File: src/rtl/fwl_pkg.sv
package fwl_pkg;

    typedef enum logic [3:0] {
        ST_IDLE,
        ST_RST,
        ST_UNLK_A,
        ST_UNLK_D,
        ST_FRAME,
        ST_ARM_A,
        ST_ARM_D,
        ST_REL,
        ST_LOAD_A,
        ST_GAP,
        ST_FETCH,
        ST_LOAD_D,
        ST_EXIT,
        ST_SETTLE,
        ST_DONE
    } seq_state_e;

    typedef struct packed {
        logic       go;
        logic [7:0] data;
    } tx_req_t;

    localparam logic [6:0] ENABLE_REG  = 7'h14;
    localparam logic [6:0] LOAD_REG    = 7'h60;
    localparam logic [7:0] CODE_UNLOCK = 8'h1D;
    localparam logic [7:0] CODE_ARM    = 8'h18;

    function automatic logic [7:0] wr_cmd(input logic [6:0] addr);
        return {1'b1, addr};
    endfunction

    function automatic int imax(input int a, input int b);
        return (a > b) ? a : b;
    endfunction

    function automatic logic holds_cs(input seq_state_e s);
        case (s)
            ST_UNLK_A, ST_UNLK_D, ST_ARM_A, ST_ARM_D,
            ST_LOAD_A, ST_GAP, ST_FETCH, ST_LOAD_D: return 1'b1;
            default:                                return 1'b0;
        endcase
    endfunction

    function automatic logic sends_byte(input seq_state_e s);
        case (s)
            ST_UNLK_A, ST_UNLK_D, ST_ARM_A, ST_ARM_D,
            ST_LOAD_A, ST_LOAD_D: return 1'b1;
            default:              return 1'b0;
        endcase
    endfunction

    function automatic logic is_timed(input seq_state_e s);
        case (s)
            ST_RST, ST_FRAME, ST_REL, ST_GAP,
            ST_EXIT, ST_SETTLE: return 1'b1;
            default:            return 1'b0;
        endcase
    endfunction

endpackage

File: src/rtl/fwl_timer.sv
module fwl_timer #(
    parameter int W = 8
) (
    input  logic         clk,
    input  logic         rst,
    input  logic         load,
    input  logic [W-1:0] val,
    output logic         zero
);
    logic [W-1:0] cnt;

    always_ff @(posedge clk) begin
        if (rst) begin
            cnt <= '0;
        end else if (load) begin
            cnt <= (val == '0) ? '0 : val - W'(1);
        end else if (cnt != '0) begin
            cnt <= cnt - W'(1);
        end
    end

    assign zero = (cnt == '0);

    // a running wait counts down by exactly one per cycle
    a_r7_countdown: assert property (@(posedge clk) disable iff (rst)
        (!load && cnt != '0) |=> (cnt == $past(cnt) - W'(1)));

endmodule

File: src/rtl/fwl_spi_tx.sv
module fwl_spi_tx
    import fwl_pkg::*;
#(
    parameter int HALF = 2
) (
    input  logic    clk,
    input  logic    rst,
    input  tx_req_t req,
    output logic    sck,
    output logic    mosi,
    output logic    fin
);
    localparam int HW = (HALF > 2) ? $clog2(HALF) : 1;
    localparam logic [HW-1:0] HRELOAD = HW'(HALF - 1);

    logic          busy;
    logic          phase;
    logic [2:0]    bitn;
    logic [7:0]    sr;
    logic [HW-1:0] tmr;

    always_ff @(posedge clk) begin
        if (rst) begin
            busy  <= 1'b0;
            phase <= 1'b1;
            bitn  <= '0;
            sr    <= '0;
            tmr   <= '0;
            fin   <= 1'b0;
        end else begin
            fin <= 1'b0;
            if (!busy) begin
                if (req.go) begin
                    busy  <= 1'b1;
                    sr    <= req.data;
                    phase <= 1'b0;
                    bitn  <= '0;
                    tmr   <= HRELOAD;
                end
            end else if (tmr != '0) begin
                tmr <= tmr - HW'(1);
            end else if (!phase) begin
                phase <= 1'b1;
                tmr   <= HRELOAD;
            end else if (bitn == 3'd7) begin
                busy <= 1'b0;
                fin  <= 1'b1;
            end else begin
                bitn  <= bitn + 3'd1;
                sr    <= {sr[6:0], 1'b0};
                phase <= 1'b0;
                tmr   <= HRELOAD;
            end
        end
    end

    assign sck  = busy ? phase : 1'b1;
    assign mosi = sr[7];

    // data is held while the clock is high, so the sensor's rising-edge sample is clean
    a_r3_data_hold: assert property (@(posedge clk) disable iff (rst)
        (sck && $past(sck) && !$past(req.go)) |-> $stable(mosi));

    // a byte always completes with the clock back at its idle level
    a_r3_fin_idle: assert property (@(posedge clk) disable iff (rst)
        fin |-> sck);

endmodule

File: src/rtl/fwload_seq.sv
module fwload_seq
    import fwl_pkg::*;
#(
    parameter int CLK_MHZ   = 50,
    parameter int RESET_CYC = 500,
    parameter int FRAME_CYC = 50000,
    parameter int SCK_HALF  = 25,
    parameter int IMG_LEN   = 1986,
    parameter int GAP_US    = 10,
    parameter int EXIT_US   = 4,
    parameter int SETTLE_US = 100,
    localparam int CW       = $clog2(IMG_LEN + 1)
) (
    input  logic          clk,
    input  logic          rst,
    input  logic          start,
    input  logic [7:0]    img_data,
    input  logic          img_valid,
    output logic          img_ready,
    output logic          sensor_rst,
    output logic          spi_cs_n,
    output logic          spi_sck,
    output logic          spi_mosi,
    output logic [CW-1:0] bytes_sent,
    output logic          done
);
    localparam int GAP_CYC    = GAP_US * CLK_MHZ;
    localparam int EXIT_CYC   = EXIT_US * CLK_MHZ;
    localparam int SETTLE_CYC = SETTLE_US * CLK_MHZ;
    localparam int TMAX       = imax(imax(RESET_CYC, FRAME_CYC),
                                     imax(GAP_CYC, imax(EXIT_CYC, SETTLE_CYC)));
    localparam int TW         = $clog2(TMAX + 1);

    seq_state_e    state, nxt;
    logic          entry;
    logic          tmr_zero;
    logic          tmr_load;
    logic [TW-1:0] tval;
    logic          wait_over;
    logic          tx_fin;
    logic [7:0]    img_q;
    logic          last_byte;
    tx_req_t       req;

    assign wait_over = tmr_zero && !entry;
    assign last_byte = (bytes_sent == CW'(IMG_LEN - 1));

    always_comb begin
        nxt = state;
        case (state)
            ST_IDLE:   if (start)     nxt = ST_RST;
            ST_RST:    if (wait_over) nxt = ST_UNLK_A;
            ST_UNLK_A: if (tx_fin)    nxt = ST_UNLK_D;
            ST_UNLK_D: if (tx_fin)    nxt = ST_FRAME;
            ST_FRAME:  if (wait_over) nxt = ST_ARM_A;
            ST_ARM_A:  if (tx_fin)    nxt = ST_ARM_D;
            ST_ARM_D:  if (tx_fin)    nxt = ST_REL;
            ST_REL:    if (wait_over) nxt = ST_LOAD_A;
            ST_LOAD_A: if (tx_fin)    nxt = ST_GAP;
            ST_GAP:    if (wait_over) nxt = ST_FETCH;
            ST_FETCH:  if (img_valid) nxt = ST_LOAD_D;
            ST_LOAD_D: if (tx_fin)    nxt = last_byte ? ST_EXIT : ST_GAP;
            ST_EXIT:   if (wait_over) nxt = ST_SETTLE;
            ST_SETTLE: if (wait_over) nxt = ST_DONE;
            ST_DONE:                  nxt = ST_IDLE;
            default:                  nxt = ST_IDLE;
        endcase
    end

    always_ff @(posedge clk) begin
        if (rst) begin
            state      <= ST_IDLE;
            entry      <= 1'b0;
            bytes_sent <= '0;
            img_q      <= '0;
        end else begin
            state <= nxt;
            entry <= (nxt != state);
            if (state == ST_IDLE && start) begin
                bytes_sent <= '0;
            end else if (state == ST_LOAD_D && tx_fin) begin
                bytes_sent <= bytes_sent + CW'(1);
            end
            if (state == ST_FETCH && img_valid) begin
                img_q <= img_data;
            end
        end
    end

    always_comb begin
        case (state)
            ST_RST:    tval = TW'(RESET_CYC);
            ST_FRAME:  tval = TW'(FRAME_CYC);
            ST_GAP:    tval = TW'(GAP_CYC);
            ST_SETTLE: tval = TW'(SETTLE_CYC);
            default:   tval = TW'(EXIT_CYC);
        endcase
    end

    assign tmr_load = entry && is_timed(state);

    always_comb begin
        req.go = entry && sends_byte(state);
        case (state)
            ST_UNLK_D: req.data = CODE_UNLOCK;
            ST_ARM_D:  req.data = CODE_ARM;
            ST_LOAD_A: req.data = wr_cmd(LOAD_REG);
            ST_LOAD_D: req.data = img_q;
            default:   req.data = wr_cmd(ENABLE_REG);
        endcase
    end

    fwl_timer #(.W(TW)) u_timer (
        .clk  (clk),
        .rst  (rst),
        .load (tmr_load),
        .val  (tval),
        .zero (tmr_zero)
    );

    fwl_spi_tx #(.HALF(SCK_HALF)) u_tx (
        .clk  (clk),
        .rst  (rst),
        .req  (req),
        .sck  (spi_sck),
        .mosi (spi_mosi),
        .fin  (tx_fin)
    );

    assign sensor_rst = (state == ST_RST);
    assign spi_cs_n   = !holds_cs(state);
    assign img_ready  = (state == ST_FETCH);
    assign done       = (state == ST_DONE);

    // the sensor is never selected while it is held in reset
    a_r2_rst_no_cs: assert property (@(posedge clk) disable iff (rst)
        sensor_rst |-> spi_cs_n);

    // while waiting for the source, the burst stays open and the clock idles
    a_r8_wait_open: assert property (@(posedge clk) disable iff (rst)
        img_ready |-> (!spi_cs_n && spi_sck));

    // the byte count never passes the image length
    a_r9_count_cap: assert property (@(posedge clk) disable iff (rst)
        bytes_sent <= CW'(IMG_LEN));

    // completion is a single-cycle pulse
    a_r10_done_one: assert property (@(posedge clk) disable iff (rst)
        done |=> !done);

    // progress moves by one step at a time, or restarts from zero
    a_r11_step: assert property (@(posedge clk) disable iff (rst)
        (bytes_sent != $past(bytes_sent)) |->
            ((bytes_sent == $past(bytes_sent) + CW'(1)) || (bytes_sent == '0)));

    // the reset pulse is entered only from idle
    a_r12_rst_from_idle: assert property (@(posedge clk) disable iff (rst)
        (sensor_rst && !$past(sensor_rst)) |-> ($past(state) == ST_IDLE));

endmodule

File: config.mk
export PLATFORM = sky130hd
export DESIGN_NAME = fwload_seq
export DESIGN_NICKNAME = d
export VERILOG_FILES = /design/src/rtl/fwl_pkg.sv /design/src/rtl/fwl_timer.sv /design/src/rtl/fwl_spi_tx.sv /design/src/rtl/fwload_seq.sv
export SDC_FILE = /design/constraint.sdc
export NUM_CORES = 1
export LEC_CHECK = 0
export BUFFER_PORTS_ARGS = -buffer_cell sky130_fd_sc_hd__buf_2
export CAP_MARGIN = 20
export CORE_ASPECT_RATIO = 0.8
export CORE_MARGIN = 1.5
export CORE_UTILIZATION = 55
export CTS_CLUSTER_SIZE = 25
export DETAILED_ROUTE_END_ITERATION = 12
export PLACE_DENSITY = 0.77
export SYNTH_ARGS = -nofsm -noshare
export SYNTH_HDL_FRONTEND = slang
export SYNTH_SLANG_ARGS = --single-unit
File: constraint.sdc
create_clock -name clk -period 3.45 [get_ports clk]
set_input_delay 0.345 -clock clk [delete_from_list [all_inputs] [get_ports clk]]
set_output_delay 0.345 -clock clk [all_outputs]
set_load 0.005 [all_outputs]
# [Yosys cells after proc, flatten, opt, wreduce, memory -nomap -nowiden]
# Memory sizes are Yosys's and may differ from the RTL's. A register that Yosys moved wholly into a read port is not among the register bits.
# Cells that the tools add are included.
[word_totals] reg_bits=59 mem_bits_ro=16 out_inout_bits=17 mem_count=1
[memory_table] memory="(name not given)" depth=16 word_bits=1 rd=1 rd_ports_with_merged_regs=1 write_ports=0 line_no="fwl_pkg.sv:40" text="case (s)"
[classes] n_reduce_logical=23 eq_ne=21 n_bitwise=2 n_mux=50 add_sub_neg=5
[op_table] cell="2-to-1 mux 4 bit" count=15
[op_table] cell="one-hot mux 4 bit (14 select lines)" count=1
[op_table] cell="2-to-1 mux 16 bit" count=3
[op_table] cell="one-hot mux 16 bit (3 select lines)" count=1
[op_table] cell="2-to-1 mux 8 bit" count=5
[op_table] cell="logical NOT 16 bit" count=2
[op_table] cell="one-hot mux 8 bit (4 select lines)" count=1
[op_table] cell="subtractor 16 x 1 -> 16 bit, second input constant" count=2
[op_table] cell="equality test 4 bit, second input constant" count=7
[op_table] cell="2-to-1 mux 5 bit" count=5
[op_table] cell="2-to-1 mux 3 bit" count=6
[op_table] cell="equality test 4 x 3 -> 1 bit, second input constant" count=4
[op_table] cell="nonzero test 16 bit" count=1
[op_table] cell="2-to-1 mux 1 bit" count=13
[op_table] cell="OR reduction 6 bit" count=2
[op_table] cell="adder 11 x 1 -> 11 bit, second input constant" count=1
[op_table] cell="equality test 11 bit, second input constant" count=1
[op_table] cell="equality test 4 x 2 -> 1 bit, second input constant" count=2
[op_table] cell="logical AND 1 bit" count=6
[op_table] cell="!= test 2 bit, second input constant" count=3
[op_table] cell="nonzero test 5 bit" count=1
[op_table] cell="subtractor 5 x 1 -> 5 bit, second input constant" count=1
[op_table] cell="equality test 4 x 1 -> 1 bit, second input constant" count=1
[op_table] cell="logical NOT 4 bit" count=1
[op_table] cell="11 further kinds" count=16

# [Logic depth before layout (Yosys ltp)]
# Gate-level depths: netlist of the first run.
[logic_depth] word_depth=6 ltp_mapped=11

# [Hierarchy]
# Synthesis of the first run repeated with hierarchy kept, for this count alone.
[hier_totals] cells_unflattened=460 area_unflattened_um2=3741.1
[modules_own_cells] mod="fwload_seq" area_each_um2=1581.5 instances=1 cells_per_inst=211
[modules_own_cells] mod="fwl_timer" area_each_um2=1186.1 instances=1 cells_per_inst=145
[modules_own_cells] mod="fwl_spi_tx" area_each_um2=973.4 instances=1 cells_per_inst=104

# [Least setup slack after synthesis of the first run]
# OpenSTA, ideal clock, no wires.
[synth_timing] path_kind="register to register" start="register u_timer.cnt[6]" end="register (tool-made name)" arrival_time_ns=2.523 path_slack_ns=0.854 path_buffers=2 path_stages_with_launch=9 setup_ns=0.073 path_cell_list="dfxtp_1 -> or4_1 -> clkbuf_2 -> or4_4 -> buf_6 -> o41ai_4 -> a21oi_2 -> or4b_1 -> o211ai_2"
[synth_rtl] item="start: declaration" line_no="fwl_timer.sv:10" text="logic [W-1:0] cnt;"
[synth_rtl] item="start signal: assignment" line_no="fwl_timer.sv:16" text="cnt <= (val == '0) ? '0 : val - W'(1);"
[synth_rtl] item="start signal: assignment" line_no="fwl_timer.sv:18" text="cnt <= cnt - W'(1);"

==> results of run 1 <==
[logic make-up (layout without fill, tap and decap cells)]
kind of cell,after synthesis,in the layout,share of synthesized area (%)
simple gates,194,194,28.8
mux,9,9,2.84
fa+ha+maj,8,8,3.07
xor+xnor,22,22,5.91
flops,60,60,36.8
buf+inv,39,62,4.76
compound gates,90,90,17.8
[power groups by stage]
stage | Clock [uW] | Combinational, uW | Sequential, uW
final | 592 | 675 | 856
after global routing | 631 | 765 | 870
after CTS | 604 | 674 | 855
after detailed placement | 0 | 662 | 870
after global placement | 0 | 647 | 864
after floorplan | 0 | 583 | 837
[registers in the layout, indices dropped and copies added, names as in the netlist, 3 cells and up, named ones only]
signal / cells
u_timer.cnt: 16
u_tx.tmr: 5
img_q: 8
u_tx.sr: 8
u_tx.bitn: 3
bytes_sent: 11
state: 4
[worst max-delay path: stages, from the launching register on]
cell and delay (ns):
dfxtp_1 0.35, or4_1 0.66, or4_4 0.72, o41ai_4 0.30
a21oi_2 0.13, or4b_1 0.49, o211ai_2 0.07
[per-stage QoR]
stage	worst slack (ns)	instance area [sq um]	power [uW]	cells	util, %
finish	0.656	3610	2120	523	64.7
detailed placement	0.688	3430	1530	508	61.3
CTS	0.675	3610	2130	523	64.7
global placement	0.746	3430	1510	508	61.3
floorplan	0.854	3260	1420	422	-
global route	0.528	3610	2270	523	64.7
[layout by cell type, fill, tap and decap left out, types with 3 or more instances in the layout]
cell | synthesis | final
nand2b_1 | 9 | 9
ha_1 | 8 | 8
a22oi_1 | 6 | 6
a211oi_1 | 8 | 8
and2_1 | 3 | 3
nor4_1 | 5 | 5
nand4_1 | 4 | 4
mux2i_1 | 7 | 7
nor2_1 | 67 | 67
nor2b_1 | 6 | 6
buf_2 | 0 | 28
nand3_1 | 19 | 19
nand3b_1 | 5 | 5
or2_2 | 3 | 3
a21oi_1 | 36 | 36
o21ai_0 | 16 | 16
a31oi_1 | 4 | 4
xor2_1 | 11 | 11
inv_1 | 16 | 16
or3_1 | 3 | 3
or4_1 | 5 | 5
nor3_1 | 10 | 10
nand2_1 | 44 | 44
dfxtp_1 | 60 | 60
buf_4 | 0 | 3
clkbuf_8 | 0 | 13
xnor2_1 | 11 | 11
[per-layer routing]
| metal | GRT usage, % | wire [um] | share of wire (%) |
|---|---|---|---|
| met1 | 33.4 | 3410 | 47 |
| met2 | 36.4 | 3210 | 44 |
| met3 | 7.83 | 477 | 6.6 |
| met4 | 9.57 | 121 | 1.7 |
| met5 | 0 | 0 | 0 |
[worst max-delay path by stage]
stage                        start        to  slack, ns
floorplan           u_timer.cnt[6]  register       0.85
global placement    u_timer.cnt[6]  register       0.75
detailed placement  u_timer.cnt[6]  register       0.69
CTS                 u_timer.cnt[6]  register       0.67
global route        u_timer.cnt[6]  register       0.53
finish              u_timer.cnt[6]  register       0.66
[final cells by class]
class                           count  area (sq um)  area share [%]
Inverter                           16          60.1            1.66
Tap cell                           78          97.6            2.70
Multi-Input combinational cell    323          1900            52.7
Timing Repair Buffer               31           163            4.50
Clock buffer                       14           183            5.06
Sequential cell                    60          1200            33.2
Clock inverter                      1          5.00           0.139
==> summary.md, run 1 <==
| Metric | Value |
|---|---|
| Status | complete, no violations |
| Clk slew on worst S/H paths | about 0.060 ns |
| Register area share after synthesis | 36.8% |
| Port bufs | 28 |
| Yosys reg bits | 60 |
| Clock power frac | 27.9% |
| Clk_skew | ~0.0066 ns |
| Worst Path Required | 3.72 ns |
| Initial Util | between 50 and 60% |
| Worst Path Max Fanout | 17 |
| CP startpoint kind | register |
| Initial antenna violation count | 0 |
| Min-Delay Path Class | input pin to register |
| CORE AREA | between 5000 and 6000 sq um |
| Post-Syn Area | 3260 sq um |
| RSZ-0062 raised after global routing | false |
| Grt ovf | 0 |
| Fmax | around 0.36 GHz |
| Total wire length | 7220 um |
| CP endpoint kind | register |
| Post-synth top area cell | dfxtp_1 |
| Logic pwr share | 31.8% |
| CTS H-Tree Depth | 3 |
| Placer Congestion | 0.915 |
| Io pins | 29 |
| Root buffer cell | clkbuf_8 |
| Clock buffer depth | 2 |
| CTS sink cnt | 60 |
| Warnings from Yosys | 0 |
| Synth area leaders | dfxtp_1 37%, nor2_1 7.7%, a21oi_1 5.5%, nand2_1 5.1%, ha_1 3.1% |
| Worst-Skew Late Latency | 0.34 ns |
| Final-report hold violation count | 0 |
| Switch share | 33.7% |
| Synth Net Count | 442 |
| WL per Instance | 13.8 um |
| P&R area growth vs syn | 10.8% |
| Via count | about 3,000 |
| Count of flip-flops with a built-in enable after synthesis | 0 |
| CTS buffer count | 9 |
| HPWL after detailed placement | approximately 5000 um |
| Diode count | 0 |
| R2r worst-path depth | 6 |
| VDD IR max | 0.409 mV |
| Worst Hold Slack | 0.251 ns |
| Post-cts resize count | 0 |
| Most common cell in the synthesized netlist | nor2_1 |
| Reg power frac | 40.3% |
| R2R setup slack | approximately 0.66 ns |
| Post-Syn Instances | about 420 |
| Mapped Avg Cell Area | 7.73 sq um |
| Worst slew margin | 39.6% |
| Worst path arrival time | 3.06 ns |
| Top-area cell type share of the netlist area | roughly 37% |
| Leak pwr | 0.00137 uW |
| Largest net degree at the start of global routing | 51 |
| Antenna viol nets, final | 0 |
| Hold_sp | img_data[7] |
| Hold path depth | 3 |
| First-pass GRT wire length | 12,200 um |
| Cell-internal power | ~1400 uW |
| Via/cell ratio | 5.70 |
| Die height | 71.9 um |
| Final-report max-slew violation count | 0 |
| PwrDens | 587 nW/um^2 |
| CTS tree | yes |
| Synth cell types | 53 |
| Drt initial violations | 185 |
| Final period utilization | 81.0% |
| NumNets Final | 461 |
| Slew @ Worst Pin | 0.906 ns |
| Psw | 716 uW |
| Post-synth top flop | dfxtp_1 |
| Min-Delay Endpoint | img_q[7] |
| Hold-fix buffers, CTS | 0 |
| Vias in the first global route | 2,730 |
| Max-Cap Viols | 0 |
| Layout cell share with drive strength beyond 1 | 13.5% |
| Filler Cell Count | 508 |
| Die ar. | approximately 6400 sq um |
| Setup Crit Path Kind | register to register |
| DIE WIDTH | 89.1 um |
| Worst r2r src | u_timer.cnt[6] |
| Min cycle time layout | between 2 and 3 ns |
| Setup bufs post-CTS | 0 |
| Row cnt | 24 |
| Post-synth ARST share | 0% |
| Gr usage total | 24.6% |
| DRC | 0 |
| TNS Setup | 0 ns |
| Post-synth top cells | 67 x nor2_1, 60 x dfxtp_1, 44 x nand2_1 |
| Router iterations before antenna repair | 4 |
| Final setup viols | 0 |
Power figures use the tool's default switching activity.
==> run 2: changes to the inputs <==
--- a/config.mk
+++ b/config.mk
@@ -5,6 +5,7 @@
 export SDC_FILE = /design/constraint.sdc
 export NUM_CORES = 1
 export LEC_CHECK = 0
+export ABC_AREA = 1
 export BUFFER_PORTS_ARGS = -buffer_cell sky130_fd_sc_hd__buf_2
 export CAP_MARGIN = 20
 export CORE_ASPECT_RATIO = 0.8
==> constraint.sdc (replaced) <==
create_clock -name clk -period 2.7 [get_ports clk]
set_input_delay 0.27 -clock clk [delete_from_list [all_inputs] [get_ports clk]]
set_output_delay 0.27 -clock clk [all_outputs]
set_load 0.005 [all_outputs]
==> run 2 against run 1 <==
  * First-iteration DRC count increased by 19%
  * Maximum frequency is 41% higher
  * Worst hold slack worse by 0.064 ns
  * Clock skew rose by 0.0011 ns
  * Cell count increased by 11%
  * Sequential share of layout area is 0.18 points lower
  * Area after synthesis rose by 0.46%
  * Largest cell class unchanged
==> summary.md, run 2 <==
| Metric | Value |
|---|---|
| Layout cell share with drive strength beyond 1 | between 10% and 20% |
| Max reg flops | 16 |
| Row cnt | 24 |
| Setup bufs post-CTS | 0 |
| Fmax | 0.505 GHz |
| Hold-fix buffers, CTS | 0 |
| Post-synth ARST share | 0% |
| Final Core Density | 65.1% |
| Filler Cell Count | 524 |
| Worst r2r src | state[1] |
| Clock power frac | about a quarter |
| First-pass GRT wire length | 12,500 um |
| FF/Latch Area | around 1200 sq um |
| PwrDens | between 700 and 800 nW/um^2 |
| Reg power frac | 40.9% |
| Commonest non-fill, non-tap cell in the layout | nand2_1 |
| Via/cell ratio | around 5.3 |
| Synth Net Count | just under 500 |
| Critical path depth | 9 |
| Max-Cap Viols | 0 |
| Top reg by flops | u_timer.cnt |
| CORE AREA | 5590 sq um |
| Critical Path Start | state[1] |
| CTS H-Tree Depth | 3 |
| Final-report hold violation count | 0 |
| Logic pwr share | 32.9% |
| CP peak stage delay | 0.48 ns |
| Via count | 3,065 |
| Largest delay contributor family on the critical path | simple AND/OR/NAND/NOR gates |
| Status | complete, no violations |
| Hold path depth | 3 |
| Drt initial violations | 220 |
| P&R area growth vs syn | 10.9% |
| Cell-internal power | 1700 uW |
| Io pins | 29 |
| Clock buffer depth | 2 |
| NumNets Final | 519 |
| Final period utilization | around three quarters |
| R2r worst-path depth | 9 |
| Warnings from Yosys | 0 |
| Synth area leaders | dfxtp_1 37%, nand2_1 11%, a21oi_1 7.3%, nor2_1 6.5%, inv_1 6.3% |
| Most common cell in the synthesized netlist | nand2_1 |
| Worst path arrival time | 2.22 ns |
| Die ar. | about 6400 sq um |
| CP max stage cell | dfxtp_1 |
| CTS tree | yes |
| Worst Path Required | 2.94 ns |
| Min cycle time layout | 1.98 ns |
| CP endpoint kind | register |
| Post-synth top flop | dfxtp_1 |
| Setup Crit Path Kind | register to register |
| Worst-Skew Late Latency | around 0.35 ns |
| Multi-input gate area | 1770 sq um |
| DIE WIDTH | 89.3 um |
| Initial antenna violation count | 0 |
| Biggest regs | u_timer.cnt (16), bytes_sent (11) |
| Port bufs | 28 |
| Critical path buffers and inverters | 1 |
| Initial Util | 58.6% |
| Antenna viol nets, final | 0 |
| Clk slew on worst S/H paths | 0.07 ns |
| CTS buffer count | 9 |
| Post-Syn Area | between 3000 and 4000 sq um |
| Count of flip-flops with a built-in enable after synthesis | 0 |
| Slew @ Worst Pin | 0.481 ns |
| Post-synth top cells | 92 x nand2_1, 60 x dfxtp_1, 57 x nor2_1 |
| CTS sink cnt | 60 |
| Root buffer cell | clkbuf_8 |
| Psw | 1030 uW |
| Post-Syn Instances | 470 |
| Placer Congestion | just over 0.9 |
| Gr usage total | 25.4% |
| Hold_sp | img_data[4] |
| VDD IR max | 0.439 mV |
| Worst slew margin | 67.8% |
| Mapped Avg Cell Area | approximately 7.0 sq um |
| Diode count | 0 |
| HPWL after detailed placement | between 5000 and 6000 um |
| Largest net degree at the start of global routing | 21 |
| TNS Setup | 0 ns |
| Yosys reg bits | 60 |
| WL per Instance | 12.5 um |
| Grt ovf | 0 |
| Clk_skew | 0.00775 ns |
| Final setup viols | 0 |
| Switch share | 37.7% |
| Leak pwr | 0.00169 uW |
| Synth cell types | 38 |
| Worst Path Max Fanout | 14 |
| Post-synth top area cell | dfxtp_1 |
| Crit-path cells | inv_1, nor2_1, nand2_1, nand4_1, nand3_2, o21ai_2, nand2_2, o21ai_0, a21oi_1 |
| CP startpoint kind | register |
| Vias in the first global route | 2,770 |
| DRC | 0 |
| Post-cts resize count | 0 |
| Die height | 72.0 um |
| Register area share after synthesis | a little under two fifths |
| Min-Delay Path Class | input pin to register |
| Router iterations before antenna repair | 4 |
| Most frequent cells in the layout | 92 x nand2_1, 60 x dfxtp_1, 57 x nor2_1 |
| Top-area cell type share of the netlist area | 36.7% |
| RSZ-0062 raised after global routing | false |
| Total wire length | 7280 um |
| Final-report max-slew violation count | 0 |
==> run 2: cells by family after synthesis <==
group	after synthesis	synth area share [%]
AO/OA/AOI/OAI	92	15.2
adder cells (fa/ha/maj)	8	3.06
flip-flops	60	36.7
buffers and inverters	74	9.32
XOR/XNOR	19	5.08
AND/OR/NAND/NOR	217	30.7
==> run 2: layout make-up <==
| type | instances | area share, % |
|---|---|---|
| multi-input combinational | 336 | 48.7 |
| sequential | 60 | 33.1 |
| inverter | 62 | 6.40 |
| timing repair buffer | 30 | 4.27 |
| clock buffer | 10 | 3.79 |
| tap | 78 | 2.69 |
| clock inverter | 6 | 1.10 |
==> run 2: power by group through the flow <==
stage                     logic (uW)  registers, uW  clock network (uW)
after floorplan                  736           1100                   0
after global placement           876           1130                   0
after detailed placement         884           1130                   0
after CTS                        888           1110                 731
after global routing            1030           1130                 772
final                            894           1110                 714
==> run 2: worst paths after layout <==
kind / end / slack (ns)
max: u_tx.sr[6] / 0.72
min: img_q[4] / 0.19
max reg2reg: u_tx.sr[6] / 0.72
min reg2reg: img_q[6] / 0.45
==> run 2: tightest hold or removal path: cells and delay by family <==
family	cells	cell delay [ns]
AO/OA/AOI/OAI	1	0.06
buffers and inverters	1	0.10
AND/OR/NAND/NOR	1	0.06
==> run 2: layer usage <==
metal,GRT usage [%],routed length [um]
met2,37.6,3190
met3,7.85,494
met1,35.8,3500
met4,7.01,95
met5,0,0
==> run 2: per-stage QoR <==
step           hold WS, ns  area [sq um]  total power, uW  worst slack, ns  std cells
4_1_cts              0.184          3630             2730            0.747        582
5_1_grt              0.201          3630             2930            0.447        582
6_report             0.187          3630             2720            0.718        582
2_1_floorplan        0.424          3280             1840             1.03        470
3_3_place_gp         0.442          3460             2000            0.786        566
3_5_place_dp         0.443          3460             2010            0.755        566
==> run 3: changes to the inputs <==
--- a/config.mk
+++ b/config.mk
@@ -5,7 +5,7 @@
 export SDC_FILE = /design/constraint.sdc
 export NUM_CORES = 1
 export LEC_CHECK = 0
-export ABC_AREA = 1
+export ABC_AREA = 0
 export BUFFER_PORTS_ARGS = -buffer_cell sky130_fd_sc_hd__buf_2
 export CAP_MARGIN = 20
 export CORE_ASPECT_RATIO = 0.8
==> constraint.sdc (replaced) <==
create_clock -name clk -period 1.9 [get_ports clk]
set_input_delay 0.19 -clock clk [delete_from_list [all_inputs] [get_ports clk]]
set_output_delay 0.19 -clock clk [all_outputs]
set_load 0.005 [all_outputs]
==> run 3 against run 2 <==
  * The run now ends with negative setup slack left
  * Combinational power grew to 2.7 times the previous value
  * Worst hold slack worse by 0.10 ns
  * Total power grew 82%
  * Clock skew fell by 0.0011 ns
  * Maximum frequency decreased by 21%
  * Clock power rose by 41%
  * Sequential power rose by 36%
  * Cell count up 4.1%
  * Critical path depth shrank 1
  * Flip-flop and latch count did not move
  * First-iteration DRC count up 43%
  * Wire length up 26%
  * Largest cell class unchanged
==> summary.md, run 3 (synthesis gave the netlist of run 1 again) <==
| Metric | Value |
|---|---|
| Status | finished, violations left |
| Violated checks | negative setup slack |
| Worst setup margin | -0.603 ns |
| Router iterations before antenna repair | 5 |
| Biggest regs | u_timer.cnt (16), bytes_sent (11) |
| Row cnt | 24 |
| Min cycle time layout | roughly 2.5 ns |
| DRC | 0 |
| CTS H-Tree Depth | 3 |
| Gr usage total | between 30% and 40% |
| R2R setup slack | -0.60 ns |
| Placed cells | approximately 580 |
| VDD IR max | 0.810 mV |
| Port bufs | 28 |
| Root buffer cell | clkbuf_8 |
| Worst-Skew Late Latency | 0.35 ns |
| Worst Path Required | roughly 2.2 ns |
| CP startpoint kind | register |
| CORE AREA | ~5600 sq um |
| First-pass GRT wire length | 14,600 um |
| Fmax | ~0.4 GHz |
| Placer Congestion | approximately 0.92 |
| Final setup viols | 22 |
| Max reg flops | 16 |
| Cell-internal power | ~3200 uW |
| Final period utilization | 132% |
| Final-report hold violation count | 0 |
| Worst path arrival time | 2.78 ns |
| Clock power frac | 20.3% |
| Switch share | 35.2% |
| Dpl ws | -0.684 ns |
| Commonest non-fill, non-tap cell in the layout | buf_4 |
| Clk slew on worst S/H paths | 0.06 ns |
| Clock buffer depth | 2 |
| NumNets Final | between 500 and 600 |
| Hold-fix buffers, CTS | 0 |
| Hold path depth | 3 |
| Diode count | 0 |
| Grt ovf | 0 |
| Clk_skew | 0.00666 ns |
| Total wire length | 9170 um |
| Worst Path Max Fanout | 3 |
| Reg power frac | 30.5% |
| Layout cell share with drive strength beyond 1 | 35.4% |
| CTS buffer count | 9 |
| CTS sink cnt | 60 |
| Worst slew margin | 73.9% |
| Min-Delay Endpoint | img_q[6] |
| Die height | between 70 and 80 um |
| DIE WIDTH | 89.1 um |
| Vias in the first global route | 3,174 |
| Initial Util | 58.4% |
| Most frequent cells in the layout | 79 x buf_4, 64 x nor2_1, 54 x dfxtp_1 |
| Min-Delay Path Class | input pin to register |
| Via/cell ratio | 5.67 |
| Largest net degree at the start of global routing | 23 |
| HPWL after detailed placement | about 6300 um |
| Initial antenna violation count | 0 |
| Die ar. | 6400 sq um |
| Setup Crit Path Kind | register to register |
| Worst r2r src | u_timer.cnt[0] |
| PwrDens | roughly 1100 nW/um^2 |
| Io pins | 29 |
| Drt initial violations | 315 |
| Final-report max-slew violation count | 0 |
| Non-filler cells, final | 606 |
| Leak pwr | 0.00185 uW |
| Slew @ Worst Pin | between 0.3 and 0.4 ns |
| Hold_sp | img_data[6] |
| Antenna viol nets, final | 0 |
| Via count | 3,439 |
| CP endpoint kind | register |
| Worst Hold Slack | 0.0841 ns |
| P&R area growth vs syn | 38.1% |
| Top reg by flops | u_timer.cnt |
| RSZ-0062 raised after global routing | true |
| Max-Cap Viols | 0 |
| Logic pwr share | 49.2% |
| CTS tree | yes |
| Psw | 1740 uW |
| R2r worst-path depth | 8 |
| WL per Instance | 15.1 um |
[run 3: per-layer routing]
metal | vias up | share of wire, % | routed length (um) | track usage (%)
li1 | 1671 | - | - | -
met1 | 1628 | 45 | 4080 | 38.9
met2 | 119 | 48 | 4400 | 48.2
met3 | 21 | 5.6 | 518 | 8.29
met4 | 0 | 1.9 | 172 | 10.8
met5 | - | 0 | 0 | 0
[run 3: critical path, stage by stage, from the launching register on]
cell and delay, ns:
dfxtp_2 0.33, inv_2 0.07, ha_4 0.13, or3b_4 0.36, or4_4 0.59, o41ai_4 0.27
a21oi_2 0.11, or4b_4 0.49, o211ai_2 0.08
[run 3: layout make-up]
| class | count | area, sq um |
|---|---|---|
| timing repair buffer | 114 | 838 |
| multi-input combinational | 323 | 2130 |
| inverter | 16 | 60.1 |
| clock inverter | 2 | 10.0 |
| tap | 78 | 97.6 |
| fill | 381 | 1080 |
| sequential | 60 | 1210 |
| clock buffer | 13 | 159 |
[run 3: what timing repair did]
item / CTS / global route
gates resized for setup: 34 / 25
cloned: 1 / 0
endpoints found under the setup margin: 29 / 49
buffers inserted: 6 / 4
pin swaps: 16 / 15
[run 3: power groups by stage]
| stage | Combinational, uW | Clock (uW) | Sequential (uW) |
|---|---|---|---|
| finish | 2430 | 1010 | 1510 |
| global placement | 1630 | 0 | 1510 |
| floorplan | 1110 | 0 | 1530 |
| CTS | 2170 | 1020 | 1500 |
| detailed placement | 1690 | 0 | 1520 |
| global route | 2600 | 1070 | 1520 |
[run 3: worst max-delay path by stage]
stage,startpoint,to,slack (ns),cells after the start
after global routing,u_timer.cnt[0],register,-0.64,8
after CTS,u_timer.cnt[1],register,-0.56,9
after global placement,u_timer.cnt[1],register,-0.59,8
after floorplan,u_timer.cnt[1],register,-0.67,9
after detailed placement,u_timer.cnt[1],register,-0.68,8
final,u_timer.cnt[0],register,-0.60,8
[run 3: per-stage QoR]
step	utilization [%]	setup TNS, ns	total power (uW)	cell area (sq um)
CTS	78.7	-6.01	4690	4400
global route	80.6	-8.34	5190	4500
detailed placement	72.1	-5.19	3210	4030
floorplan	-	-3.01	2640	3320
finish	80.6	-6.95	4950	4500
global placement	72.1	-4.02	3140	4030
